<file path="src/rtl/mpps_pkg.sv">
package mpps_pkg;
  localparam int unsigned MAX_PHASES = 4;

  typedef enum logic [1:0] {
    PH_FOUR  = 2'd0,
    PH_THREE = 2'd1,
    PH_TWO   = 2'd2
  } phase_mode_e;

  function automatic int unsigned phase_count(phase_mode_e m);
    case (m)
      PH_TWO:   return 2;
      PH_THREE: return 3;
      default:  return 4;
    endcase
  endfunction

  // end-of-pulse count for leg k when n legs share the period
  function automatic int unsigned term_point(int unsigned period, int unsigned k, int unsigned n);
    if (k >= n) return 0;
    return (period * k) / n;
  endfunction
endpackage

</file>
<file path="src/rtl/mpps_mode_decode.sv">
module mpps_mode_decode
  import mpps_pkg::*;
(
  input  logic                  two_strap,
  input  logic                  three_strap,
  output phase_mode_e           mode,
  output logic [MAX_PHASES-1:0] active
);
  // the two-channel strap wins, which also covers both straps high
  always_comb begin
    if (two_strap)        mode = PH_TWO;
    else if (three_strap) mode = PH_THREE;
    else                  mode = PH_FOUR;
  end

  for (genvar k = 0; k < MAX_PHASES; k++) begin : g_act
    assign active[k] = (k < phase_count(mode));
  end
endmodule

</file>
<file path="src/rtl/mpps_phase_clock.sv">
module mpps_phase_clock
  import mpps_pkg::*;
#(
  parameter int unsigned PERIOD = 240,
  localparam int unsigned CW = $clog2(PERIOD)
) (
  input  logic                  clk,
  input  logic                  rst,
  input  phase_mode_e           mode,
  input  logic [MAX_PHASES-1:0] active,
  output logic [CW-1:0]         cnt,
  output logic [MAX_PHASES-1:0] term
);
  localparam logic [CW-1:0] LAST = CW'(PERIOD - 1);

  always_ff @(posedge clk) begin
    if (rst)              cnt <= '0;
    else if (cnt == LAST) cnt <= '0;
    else                  cnt <= cnt + CW'(1);
  end

  for (genvar k = 0; k < MAX_PHASES; k++) begin : g_leg
    localparam logic [CW-1:0] AT2 = CW'(term_point(PERIOD, k, 2));
    localparam logic [CW-1:0] AT3 = CW'(term_point(PERIOD, k, 3));
    localparam logic [CW-1:0] AT4 = CW'(term_point(PERIOD, k, 4));
    logic [CW-1:0] at;
    always_comb begin
      case (mode)
        PH_TWO:   at = AT2;
        PH_THREE: at = AT3;
        default:  at = AT4;
      endcase
    end
    assign term[k] = active[k] && (cnt == at);
  end
endmodule

</file>
<file path="src/rtl/mpps_phase_leg.sv">
module mpps_phase_leg #(
  parameter int unsigned QTR    = 60,
  parameter int unsigned SETTLE = 8,
  localparam int unsigned TW = $clog2(QTR)
) (
  input  logic clk,
  input  logic rst,
  input  logic active,
  input  logic term,
  input  logic cmp,
  output logic pwm,
  output logic stb
);
  localparam logic [TW-1:0] LOAD   = TW'(QTR - 1);
  localparam logic [TW-1:0] STB_AT = TW'(QTR - SETTLE);

  logic [TW-1:0] tmr;
  logic          hold_off;

  assign hold_off = (tmr != '0);

  always_ff @(posedge clk) begin
    if (rst) begin
      pwm <= 1'b0;
      stb <= 1'b0;
      tmr <= '0;
    end else begin
      stb <= active && (tmr == STB_AT);
      if (!active) begin
        pwm <= 1'b0;
        tmr <= '0;
      end else if (term) begin
        pwm <= 1'b0;
        tmr <= LOAD;
      end else if (hold_off) begin
        tmr <= tmr - TW'(1);
      end else if (cmp) begin
        pwm <= 1'b1;
      end
    end
  end
endmodule

</file>
<file path="src/rtl/mpps_phase_seq.sv">
module mpps_phase_seq
  import mpps_pkg::*;
#(
  parameter int unsigned PERIOD = 240,
  parameter int unsigned SETTLE = 8
) (
  input  logic                            clk,
  input  logic                            rst,
  input  logic                            two_ch_strap,
  input  logic                            three_ch_strap,
  input  logic [mpps_pkg::MAX_PHASES-1:0] cmp_fire,
  output logic [mpps_pkg::MAX_PHASES-1:0] pwm,
  output logic [mpps_pkg::MAX_PHASES-1:0] sample_stb
);
  localparam int unsigned CW  = $clog2(PERIOD);
  localparam int unsigned QTR = PERIOD / 4;

  phase_mode_e           mode;
  logic [MAX_PHASES-1:0] active;
  logic [MAX_PHASES-1:0] term;
  logic [CW-1:0]         cnt;

  mpps_mode_decode u_dec (
    .two_strap  (two_ch_strap),
    .three_strap(three_ch_strap),
    .mode       (mode),
    .active     (active)
  );

  mpps_phase_clock #(.PERIOD(PERIOD)) u_clk (
    .clk   (clk),
    .rst   (rst),
    .mode  (mode),
    .active(active),
    .cnt   (cnt),
    .term  (term)
  );

  for (genvar k = 0; k < MAX_PHASES; k++) begin : g_leg
    mpps_phase_leg #(.QTR(QTR), .SETTLE(SETTLE)) u_leg (
      .clk   (clk),
      .rst   (rst),
      .active(active[k]),
      .term  (term[k]),
      .cmp   (cmp_fire[k]),
      .pwm   (pwm[k]),
      .stb   (sample_stb[k])
    );
  end
endmodule

</file>
<file path="config.mk">
export PLATFORM = sky130hd
export DESIGN_NAME = mpps_phase_seq
export DESIGN_NICKNAME = d
export VERILOG_FILES = /design/src/rtl/mpps_pkg.sv /design/src/rtl/mpps_mode_decode.sv /design/src/rtl/mpps_phase_clock.sv /design/src/rtl/mpps_phase_leg.sv /design/src/rtl/mpps_phase_seq.sv
export SDC_FILE = /design/constraint.sdc
export NUM_CORES = 1
export LEC_CHECK = 0
export BUFFER_PORTS_ARGS = -buffer_cell sky130_fd_sc_hd__buf_4
export CORE_ASPECT_RATIO = 1.25
export CORE_MARGIN = 2
export CORE_UTILIZATION = 35
export DETAILED_ROUTE_END_ITERATION = 6
export PLACE_DENSITY = 0.62
export SLEW_MARGIN = 10
export SYNTH_ARGS = -nofsm -noshare
export SYNTH_HDL_FRONTEND = slang
export SYNTH_SLANG_ARGS = --single-unit
</file>
<file path="constraint.sdc">
create_clock -name clk -period 2.4 [get_ports clk]
set_input_delay 0.36 -clock clk [delete_from_list [all_inputs] [get_ports clk]]
set_output_delay 0.36 -clock clk [all_outputs]
set_load 0.005 [all_outputs]
</file>
After elaboration in Yosys (flattened, before gate mapping):

Index checks and enable logic that the tools add are counted.

* input port bits: 8
* word-level logic and storage cells: 89
* flip-flop bits (word level): 40
* output and inout port bits: 8

* eq/ne operators: 10
* muxes and demuxes: 14
* $lt $le $gt $ge: 4
* reductions and logical operators: 31
* $add $sub $neg: 5
* bitwise logic cells: 8

Operators with widths (number)
* $mux W6: 8
* $eq A6 B6 Y1 const B: 4
* $reduce_bool A6 Y1: 4
* $sub A6 B1 Y6 const B: 4
* $eq A8 B8 Y1: 2
* $pmux W8 S2: 1
* $pmux W7 S2: 1
* $reduce_or A2 Y1: 6
* $reduce_or A3 Y1: 4
* $add A8 B1 Y8 const B: 1
* $eq A8 B7 Y1: 1
* $eq A8 B8 Y1 const B: 1
* $logic_and A1 B1 Y1: 8
* $logic_not A8 Y1: 1
* $mux W8: 1
* $not A1 Y1: 8
* $reduce_and A2 Y1: 4
* $reduce_bool A2 Y1: 4
* $lt A1 B3 Y1 const A: 2
* $lt A2 B3 Y1 const A: 2
* $pmux W3 S2: 1
* $eq A2 B1 Y1 const B: 1
* $eq A2 B2 Y1 const B: 1
* $mux W2: 1
* $mux W1: 1

Depth between registers and ports, before layout:

Gate-level depths: netlist of the first run.

* word-level depth: 8
* mapped depth: 6

Modules after synthesis:

Synthesis of the first run repeated with hierarchy kept, for this count alone.

* cells, all modules: 256
* area, all modules: 2262.2 µm²

Modules (own cells, without submodules)
* mpps_phase_leg: area each 407.9 µm², cells an instance 44, times used 4
* mpps_phase_clock: area each 590.6 µm², cells an instance 73, times used 1
* mpps_mode_decode: area each 40.0 µm², cells an instance 7, times used 1

Worst setup path before layout of the first run:

No wires, ideal clock.

* path type: register -> register
* start: register g_leg[0].u_leg.tmr[0]
* end: register g_leg[0].u_leg.tmr[1]
* arrival: 1.695 ns
* cell stages (with the launch flop): 7
* slack: 0.635 ns
* buffers on the path: 0
* clock period less this slack: 1.765 ns
* path through: dfxtp_1 > inv_1 > ha_1 > or3b_1 > nor3_2 > mux2_2 > a21oi_1

* cells in the longest elaborated chain, start to end: 3
* elaborated cells between the ends (all ways): 5
* classes of those cells: add/sub (1); mux (2); reduce/logical (2)

Ends and longest elaborated chain
* start: declaration: line mpps_phase_leg.sv:17 `logic [TW-1:0] tmr;`
* start signal: assignment: line mpps_phase_leg.sv:36 `tmr <= tmr - TW'(1);`
* $sub A6 B1 Y6: line mpps_phase_leg.sv:36
* $mux W6: line mpps_phase_leg.sv:35 `end else if (hold_off) begin`
* $mux W6: line mpps_phase_leg.sv:32 `end else if (term) begin`

Several ways; a longest one is shown, not always the timed one. The select of a mux whose other input is x is not followed.
A chain may end at the register's enable or synchronous reset.

Final worst setup path of the first run:

Ends and elaborated chain as after synthesis.

==> results.toml, run 1 <==
[layout]
area_delta_synth_final_pct = 10.4
multi_input_area_sq_um = 1050
seq_area_sq_um = 801
layout.cells.non_filler = 297
n_fill_cell = 552
drive_gt1_share_pct = 15.9
final_area_sq_um = 2200
nNetsFinal = 247
diodes = 0

[global_route]
grt_max_degree = 22
grt_overflow = 0
antenna_found_initial = 0
grt_use_total_pct = 11.1
grt_pass1_vias = 1265
grt_pass1_wl_mm = 5.54

[sta]
period_share_pct = 80.6
min_period_ns = 1.93
finalSetupViolations = 0
hold_viol = 0
fin_setup_tns_ns = 0
fmax_mhz = 517
finalMaxSlewViolations = 0
relSlewSlack_pct = 60.1
rsz0062_at_grt = "false"
layout_setup_ws_ns = 0.466
clock-skew-final_ns = 0.00642
max_slew.worst_pin.slew_ns = 0.596

[power]
fin_total_pwr_mw = 2.13
power_density_nw_per_um2 = 971
p_int_mw = 1.47
peakVddDrop_mv = 0.454
p_seq_share_pct = 40.4
clockPowerShare_pct = 25.1
switchingPower_uw = 663
p_comb_share_pct = 34.4
swShare_pct = 31.1
leakage_nw = 0.850

[placed_design]
port_buffers = 15
place.gp.congestion = 0.794
pre_cts_ws_ns = 0.468
placed_cell_area_sq_um = 2090
dp_hpwl_mm = 2.45
dp.cells = 289

[route]
via_per_inst = 5.19
wl_mm = 3.43
post_drt_wl_per_cell_microns = 11.5
antenna_left = 0
drtIter0Drc = 41
vias = 1542
drcViolationCount = 0
dr.pass1.iters = 4

[logic_synthesis]
synth_ff_type = "dfxtp_1"
syn_area_per_cell_sq_um = 8.80
synth_edf_count = 0
yosysTopAreaCell = "dfxtp_1"
synth.most_common_cell = "dfxtp_1"
synth_top_area_share_pct = 40.3
ys.warnings.count = 0
ys_ff_latch = 40
yosysUniqueCellTypes = 48
synthesis.area_sq_um = 1990
yosysSeqAreaShare_pct = 40.3
synthTopCellsByCount = "40 x dfxtp_1, 21 x a21oi_1, 15 x nand2_1"
syn-instance-count = 226
synth_area_leaders = "dfxtp_1 40%, a21oi_1 5.3%, ha_1 4.4%"
syn_nets = 241
ys_async_sr_fraction_pct = 0

[clocking]
cts.path.max_buffers = 2
cts_buffers = 5
cts_tree = "done"
clk_latency_ns = 0.29
cts.sinks = 40
cts_resized = 0
cts_setup_buffers = 0
cts_root_buf = "clkbuf_8"
cts-hold-fix-buffers = 0
htreeDepth = 2
clk_pin_slew_ns = 0.08

[critical_path]
ff2ff_setup_slack_ns = 0.47
reg2reg_depth = 6
worst-setup-path-type = "register to register"
cp.required_ns = 2.63
cp.arrival_ns = 2.16
worstSetupEndpointType = "register"
worstPathMaxFanout = 5
critPathLaunchType = "register"

[worst_hold_path]
hold_depth = 3
hold_path.class = "input port to register"

[floorplan]
io_pins = 16
die_area_sq_um = 6310
core_sq_um = 5440
core.rowCount = 30
fp.dieW_microns = 71.4
dieHeight_microns = 88.3
start_util_pct = 36.6

[flow_run]
maxCapViolCount = 0

[outcome]
outcome = "complete, no violations"
[critical path, cell delays in order (launching register included)]
cell	delay [ns]
dfxtp_1	0.32
inv_1	0.10
ha_1	0.22
or3b_1	0.40
nor3_2	0.33
mux2_2	0.38
a21oi_1	0.13
[layer usage]
metal | wire (microns) | GRT usage (%) | vias to the layer above
li1 | - | - | 803
met1 | 1610 | 13.1 | 716
met2 | 1630 | 18.2 | 17
met3 | 110 | 3.42 | 6
met4 | 78 | 5.66 | 0
met5 | 0 | 0 | -
[cell usage in the layout, fill, tap and decap left out, types with 2 or more instances in the layout]
cell	Yosys	routed
dfxtp_1	40	40
a21oi_1	21	21
nand2_1	15	15
buf_4	8	15
nor2_1	14	14
inv_1	12	12
nor3_1	10	10
xnor2_1	8	8
a31oi_1	8	8
or3_1	7	7
ha_1	7	7
o21ai_0	6	6
clkbuf_8	0	5
nand2b_1	4	4
nor4_1	4	4
mux2i_1	4	4
xor2_1	4	4
mux2_2	4	4
or2_2	3	3
nor2b_1	3	3
nor3b_1	3	3
nand3_1	3	3
or4_4	2	2
nand4_1	2	2
or4b_2	2	2
and4_1	2	2
o31ai_1	2	2
[logic make-up (layout without fill, tap and decap cells)]
| logic type | Yosys count | after routing | synth area share (%) |
|---|---|---|---|
| buffers and inverters | 28 | 35 | 6.92 |
| DFF | 40 | 40 | 40.3 |
| AOI/OAI and AO/OA | 42 | 42 | 11.9 |
| and+or+nand+nor | 89 | 89 | 26.9 |
| adders and majority gates | 7 | 7 | 4.40 |
| muxes | 8 | 8 | 4.28 |
| xor gates and xnor gates | 12 | 12 | 5.28 |
[path summary, 6_finish.rpt]
check	end	startpoint
worst min register to register	u_clk.cnt[0]$_SDFF_PP0_	u_clk.cnt[0]$_SDFF_PP0_
worst min-delay path	g_leg[0].u_leg.pwm$_SDFFE_PP0P_	cmp_fire[0]
worst max register to register	g_leg[0].u_leg.tmr[1]$_SDFFE_PP0P_	g_leg[0].u_leg.tmr[0]$_SDFFE_PP0P_
worst max-delay path	g_leg[0].u_leg.tmr[1]$_SDFFE_PP0P_	g_leg[0].u_leg.tmr[0]$_SDFFE_PP0P_
[final cells by class]
| type | instances | share of cell area [%] |
|---|---|---|
| multi-input combinational | 158 | 47.8 |
| sequential | 40 | 36.4 |
| timing repair buffer | 15 | 5.13 |
| tap | 64 | 3.64 |
| clock buffer | 6 | 3.30 |
| inverter | 12 | 2.05 |
| clock inverter | 2 | 1.59 |
[metrics by stage]
stage          hold WS, ns  util (%)
2_1_floorplan        0.430         -
3_3_place_gp         0.448      38.4
3_5_place_dp         0.465      38.4
4_1_cts              0.344      40.4
5_1_grt              0.389      40.4
6_report             0.347      40.4
[power by group through the flow]
stage	Clock, mW	Sequential [mW]	Combinational [mW]
after floorplan	0	0.853	0.640
after global routing	0.578	0.878	0.829
after CTS	0.557	0.862	0.742
after detailed placement	0	0.877	0.737
after global placement	0	0.875	0.726
final	0.536	0.863	0.735
[sequential cells by signal (all words and copies together) (netlist names)]
signal           cells
g_leg.u_leg.pwm      4
g_leg.u_leg.stb      4
g_leg.u_leg.tmr     24
u_clk.cnt            8
Note: power is estimated with default switching activity, not from simulation.
==> inputs of run 2 (changes only) <==
--- a/config.mk
+++ b/config.mk
@@ -5,12 +5,13 @@
 export SDC_FILE = /design/constraint.sdc
 export NUM_CORES = 1
 export LEC_CHECK = 0
+export ABC_AREA = 1
 export BUFFER_PORTS_ARGS = -buffer_cell sky130_fd_sc_hd__buf_4
 export CORE_ASPECT_RATIO = 1.25
 export CORE_MARGIN = 2
 export CORE_UTILIZATION = 35
 export DETAILED_ROUTE_END_ITERATION = 6
-export PLACE_DENSITY = 0.62
+export PLACE_DENSITY = 0.64
 export SLEW_MARGIN = 10
 export SYNTH_ARGS = -nofsm -noshare
 export SYNTH_HDL_FRONTEND = slang
==> constraint.sdc (replaced) <==
create_clock -name clk -period 1.65 [get_ports clk]
set_input_delay 0.2475 -clock clk [delete_from_list [all_inputs] [get_ports clk]]
set_output_delay 0.2475 -clock clk [all_outputs]
set_load 0.005 [all_outputs]
==> run 2 against run 1 <==
  * Synthesized area increased by 9.9%
  * Non-clock buffer count increased by 1
  * Critical path depth increased by 3
  * Flip-flop and latch count unchanged
  * Via count increased by 27%
  * Fmax increased by 32%
  * First-iteration DRC count increased by 140%
  * Die area increased by 9.4%
  * Global-route usage increased by 2.3 points
==> results.toml, run 2 <==
[route]
drtIter0Drc = 97
via_per_inst = 4.46
drcViolationCount = 0
vias = 1966
antenna_left = 0
dr.pass1.iters = 4
post_drt_wl_per_cell_microns = 9.33
wl_mm = 4.11

[floorplan]
fp.dieW_microns = 74.7
start_util_pct = 35.7
core.rowCount = 32
die_area_sq_um = 6900
dieHeight_microns = 92.4
io_pins = 16
core_sq_um = 6130

[clocking]
cts_buffers = 5
cts-hold-fix-buffers = 0
clk_latency_ns = 0.29
cts_tree = "done"
htreeDepth = 2
cts_setup_buffers = 0
cts_resized = 0
cts_root_buf = "clkbuf_8"
cts.path.max_buffers = 2
cts.sinks = 40
clk_pin_slew_ns = 0.08

[logic_synthesis]
synth.most_common_cell = "nand2_1"
synthesis.area_sq_um = 2190
syn-instance-count = 344
synth_ff_type = "dfxtp_1"
syn_area_per_cell_sq_um = 6.36
ys_async_sr_fraction_pct = 0
synthTopCellsByCount = "78 x nand2_1, 77 x nor2_1, 56 x inv_1"
yosysTopAreaCell = "dfxtp_1"
synth_top_area_share_pct = 36.6
synth_edf_count = 0
yosysSeqAreaShare_pct = 36.6
ys_ff_latch = 40
syn_nets = 359
synth_area_leaders = "dfxtp_1 37%, nand2_1 13%, nor2_1 13%"
yosysUniqueCellTypes = 25
ys.warnings.count = 0

[power]
leakage_nw = 1.21
power_density_nw_per_um2 = 1400
peakVddDrop_mv = 0.704

[global_route]
grt_max_degree = 13
grt_use_total_pct = 13.4
grt_pass1_vias = 1797
antenna_found_initial = 0
grt_overflow = 0
grt_pass1_wl_mm = 7.34

[critical_path]
worstSetupEndpointType = "register"
cp_slowest_cell = "dfxtp_1"
crit_path_frequent_cell = "inv_1"
cp.arrival_ns = 1.65
cp_slowest_stage_delay_ns = 0.31
worst-setup-path-type = "register to register"
worstPathMaxFanout = 5
critPathLaunchType = "register"
cp.required_ns = 1.84
crit_buf_inv = 3
worstPathCellList = "inv_1 > ha_1 > inv_1 > nor2_1 > nand3_2 > nand2_1 > nand3_1 > nand2_1 > inv_1"
crit_family = "simple AND/OR/NAND/NOR gates"

[layout]
final_common_cell = "nand2_1"
reg_top3 = "g_leg.u_leg.tmr x24, u_clk.cnt x8"
diodes = 0
drive_gt1_share_pct = 9.27
largest_reg_flops = 24
top_register = "g_leg.u_leg.tmr"
nNetsFinal = 370
area_delta_synth_final_pct = 11.8
layout_common_cells = "78 x nand2_1, 77 x nor2_1, 56 x inv_1"

[sta]
fmax_mhz = 682
period_share_pct = 88.8
finalSetupViolations = 0
max_slew.worst_pin.slew_ns = 0.337
fin_setup_tns_ns = 0
rsz0062_at_grt = "false"
relSlewSlack_pct = 77.5
clock-skew-final_ns = 0.0103
min_period_ns = 1.47
hold_viol = 0
finalMaxSlewViolations = 0
layout_setup_ws_ns = 0.185

[flow_run]
maxCapViolCount = 0

[placed_design]
port_buffers = 15
dp_hpwl_mm = 3.12
pre_cts_ws_ns = 0.158
place.gp.congestion = 0.841

[outcome]
outcome = "complete, no violations"

[worst_hold_path]
hold_path.class = "input port to register"
## run 2: changes by cell type after synthesis, moves of 6 or more
cell	previous run	this run
nand2_1	15	78
nor2_1	14	77
inv_1	12	56
nand3_1	3	26
a21oi_1	21	7
nand4_1	2	10
a31oi_1	8	1
or3_1	7	0
xnor2_1	8	1
clkbuf_1	6	0
nor3_1	10	4
## run 2: cell families after synthesis
group / count (synthesis) / synth area share [%]
XOR/XNOR: 3 / 1.20
AO/OA/AOI/OAI: 23 / 6.18
flip-flops: 40 / 36.6
AND/OR/NAND/NOR: 200 / 38.0
buffers and inverters: 71 / 14.0
adder cells (fa/ha/maj): 7 / 4.00
## run 2: routing by layer
metal,wire (microns),part of all wire (%),global-route usage [%],up-vias
met5,0,0,0,-
met4,86,2.1,6.55,0
met3,109,2.6,2.83,6
met2,2050,50,22.8,26
met1,1870,46,15.5,853
li1,-,-,-,1081
## run 2: path summary, 6_finish.rpt
| check | from | slack [ns] | to | cells past startpoint |
|---|---|---|---|---|
| min reg2reg | g_leg[0].u_leg.pwm$_SDFFE_PP0P_ | 0.47 | g_leg[0].u_leg.pwm$_SDFFE_PP0P_ | 2 |
| max | g_leg[3].u_leg.tmr[0]$_SDFFE_PP0P_ | 0.18 | g_leg[3].u_leg.tmr[1]$_SDFFE_PP0P_ | 9 |
| max reg2reg | g_leg[3].u_leg.tmr[0]$_SDFFE_PP0P_ | 0.18 | g_leg[3].u_leg.tmr[1]$_SDFFE_PP0P_ | 9 |
| min | cmp_fire[2] | 0.20 | g_leg[2].u_leg.pwm$_SDFFE_PP0P_ | 3 |
## run 2: stage by stage
| step | total power [mW] | std cells | area [sq um] | hold WS [ns] | utilization [%] |
|---|---|---|---|---|---|
| after floorplan | 2.42 | 344 | 2190 | 0.404 | - |
| after global placement | 2.65 | 433 | 2330 | 0.445 | 38.0 |
| after detailed placement | 2.68 | 433 | 2330 | 0.457 | 38.0 |
| after CTS | 3.48 | 441 | 2440 | 0.194 | 39.8 |
| after global routing | 3.81 | 441 | 2450 | 0.197 | 39.9 |
| final | 3.44 | 441 | 2450 | 0.200 | 39.9 |
## run 2: layout make-up
| cell class | count | area, sq um |
|---|---|---|
| fill | 653 | 3680 |
| tap | 85 | 106 |
| inverter | 59 | 221 |
| multi-input combinational | 233 | 1090 |
| clock inverter | 2 | 35.0 |
| sequential | 40 | 801 |
| timing repair buffer | 16 | 120 |
| clock buffer | 6 | 72.6 |
## run 2: where the power goes
group          total (mW)  leakage, nW  switching, mW  internal (mW)
Combinational        1.40        0.825          0.856          0.539
Clock               0.782       0.0552          0.333          0.449
Sequential           1.26        0.327          0.130           1.13
## run 2: worst reg2reg max path, delay by kind of cell, from the launching register on
kind                       cells  cell delay (ns)
and+or+nand+nor                5             0.66
DFF                            1             0.31
adders and majority gates      1             0.21
buffers and inverters          3             0.19
==> inputs of run 3 (changes only) <==
--- a/config.mk
+++ b/config.mk
@@ -5,7 +5,6 @@
 export SDC_FILE = /design/constraint.sdc
 export NUM_CORES = 1
 export LEC_CHECK = 0
-export ABC_AREA = 1
 export BUFFER_PORTS_ARGS = -buffer_cell sky130_fd_sc_hd__buf_4
 export CORE_ASPECT_RATIO = 1.25
 export CORE_MARGIN = 2
==> run 3 against run 2 <==
  * Total power down 1.3%
  * Global-route usage shrank 0.64 points
  * Fmax is 10% lower
  * Clock skew down 0.0053 ns
  * Critical path depth down 4
  * Die area shrank 8.6%
  * Combinational power down 11%
  * Design area decreased by 3.1%
  * Highest routed layer unchanged
==> results.toml, run 3 (synthesis gave the netlist of run 1 again) <==
[outcome]
outcome = "complete, no violations"

[critical_path]
reg2reg_depth = 5
critPathLaunchType = "register"
cp_slowest_stage_delay_ns = 0.48
cp_slowest_cell = "or3b_2"
worstSetupEndpointType = "register"
worstPathMaxFanout = 3
cp.arrival_ns = 1.86
reg2reg_from = "g_leg[0].u_leg.tmr[1]$_SDFFE_PP0P_"
worst-setup-path-type = "register to register"
cp.required_ns = 1.88
crit_buf_inv = 1
ff2ff_setup_slack_ns = 0.02
reg2reg_to = "g_leg[0].u_leg.tmr[4]$_SDFFE_PP0P_"
crit_family = "simple AND/OR/NAND/NOR gates"
worstPathCellList = "inv_2 > ha_4 > or3b_4 > or3b_2 > a31oi_1"

[layout]
fin_util_pct = 43.5
final_common_cell = "dfxtp_1"
multi_input_area_sq_um = 1090
area_delta_synth_final_pct = 19.1
top_register = "g_leg.u_leg.tmr"
n_fill_cell = 528
diodes = 0
layout_common_cells = "38 x dfxtp_1, 30 x buf_4, 20 x a21oi_1"
drive_gt1_share_pct = 25.0
largest_reg_flops = 24
reg_top3 = "g_leg.u_leg.tmr x24, u_clk.cnt x8"
final_area_sq_um = 2370
nNetsFinal = 262
seq_area_sq_um = 803

[global_route]
grt_max_degree = 22
grt_pass1_vias = 1549
antenna_found_initial = 0
grt_pass1_wl_mm = 6.38
grt_use_total_pct = 12.7
grt_overflow = 0

[route]
vias = 1598
drcViolationCount = 0
via_per_inst = 5.12
drtIter0Drc = 65
antenna_left = 0
post_drt_wl_per_cell_microns = 11.8
dr.pass1.iters = 4
wl_mm = 3.69

[power]
p_seq_share_pct = 37.2
peakVddDrop_mv = 0.765
switchingPower_mw = 1.03
leakage_nw = 0.938
fin_total_pwr_mw = 3.39
p_comb_share_pct = 37.0
swShare_pct = 30.4
p_int_mw = 2.36
power_density_nw_per_um2 = 1430
clockPowerShare_pct = 25.9

[sta]
hold_viol = 0
fmax_mhz = 613
clock-skew-final_ns = 0.00504
finalSetupViolations = 0
layout_setup_ws_ns = 0.0195
min_period_ns = 1.63
relSlewSlack_pct = 63.6
finalMaxSlewViolations = 0
rsz0062_at_grt = "true"
fin_setup_tns_ns = 0
max_slew.worst_pin.slew_ns = 0.543
period_share_pct = 98.8

[clocking]
htreeDepth = 2
cts.path.max_buffers = 2
cts.sinks = 40
cts_tree = "done"
cts_root_buf = "clkbuf_8"
clk_pin_slew_ns = 0.08
clk_latency_ns = 0.29
cts_buffers = 5

[floorplan]
core_sq_um = 5440
start_util_pct = 36.6
dieHeight_microns = 88.3
io_pins = 16
core.rowCount = 30
fp.dieW_microns = 71.4
die_area_sq_um = 6310

[worst_hold_path]
hold_path.class = "input port to register"
min_from = "cmp_fire[0]"
hold_path_end = "g_leg[0].u_leg.pwm$_SDFFE_PP0P_"
hold_depth = 3

[placed_design]
port_buffers = 15
pre_cts_ws_ns = -0.00629
placed_cell_area_sq_um = 2220
dp_hpwl_mm = 2.67
place.gp.congestion = 0.781

[flow_run]
maxCapViolCount = 0
==> run 3: cell types whose count changed in the layout (fill, tap and decap cells not counted), moves of 8 or more <==
cell     previous run  this run
buf_4              16        30
nand3_1            24         3
inv_1              56        10
nor2_1             77        14
a21oi_1             7        20
nand2_1            78        15
nand4_1            10         2
==> run 3: worst max path at each step <==
stage / startpoint / endpoint / slack [ns] / cells after the start
floorplan: g_leg[0].u_leg.tmr[1]$_SDFFE_PP0P_ / g_leg[0].u_leg.tmr[1]$_SDFFE_PP0P_ / 0.0008 / 6
global placement: g_leg[0].u_leg.tmr[1]$_SDFFE_PP0P_ / g_leg[0].u_leg.tmr[1]$_SDFFE_PP0P_ / 0.04 / 6
CTS: g_leg[0].u_leg.tmr[1]$_SDFFE_PP0P_ / g_leg[0].u_leg.tmr[1]$_SDFFE_PP0P_ / 0.02 / 6
finish: g_leg[0].u_leg.tmr[1]$_SDFFE_PP0P_ / g_leg[0].u_leg.tmr[4]$_SDFFE_PP0P_ / 0.02 / 5
detailed placement: g_leg[0].u_leg.tmr[0]$_SDFFE_PP0P_ / g_leg[0].u_leg.tmr[1]$_SDFFE_PP0P_ / -0.006 / 6
global route: g_leg[0].u_leg.tmr[1]$_SDFFE_PP0P_ / g_leg[0].u_leg.tmr[1]$_SDFFE_PP0P_ / -0.05 / 6
==> run 3: what timing repair did <==
item | 4_1_cts | 5_1_grt
setup buffers | 0 | 2
pin swaps | 1 | 0
resized for setup | 0 | 2
endpoints found under the hold margin | 0 | 0
setup endpoints to repair | 1 | 7
hold buffers | 0 | 0
==> run 3: per-stage QoR <==
| stage | hold WS (ns) | cells |
|---|---|---|
| floorplan | 0.430 | 226 |
| global placement | 0.446 | 302 |
| detailed placement | 0.457 | 302 |
| CTS | 0.246 | 310 |
| global route | 0.269 | 312 |
| finish | 0.249 | 312 |
==> run 3: layout make-up <==
cell class,instances,share of cell area (%)
Sequential cell,40,33.9
Clock buffer,7,4.07
Clock inverter,1,1.27
Timing Repair Buffer,30,9.50
Inverter,12,1.90
Tap cell,64,3.38
Multi-Input combinational cell,158,46.0
==> run 3: routing by layer <==
layer | track usage (%) | wire, microns
met1 | 13.5 | 1660
met2 | 22.9 | 1830
met3 | 3.08 | 93
met4 | 7.55 | 101
met5 | 0 | 0
==> run 3: tightest hold or removal path, stage by stage <==
cell	delay (ns)
buf_4	0.08
a21oi_1	0.05
nor3_1	0.12
==> run 3: power by group through the flow <==
| stage | Clock, mW | Combinational [mW] | Sequential [mW] |
|---|---|---|---|
| floorplan | 0 | 0.959 | 1.25 |
| global placement | 0 | 1.22 | 1.28 |
| detailed placement | 0 | 1.25 | 1.28 |
| CTS | 0.904 | 1.25 | 1.26 |
| global route | 0.946 | 1.39 | 1.29 |
| finish | 0.877 | 1.25 | 1.26 |
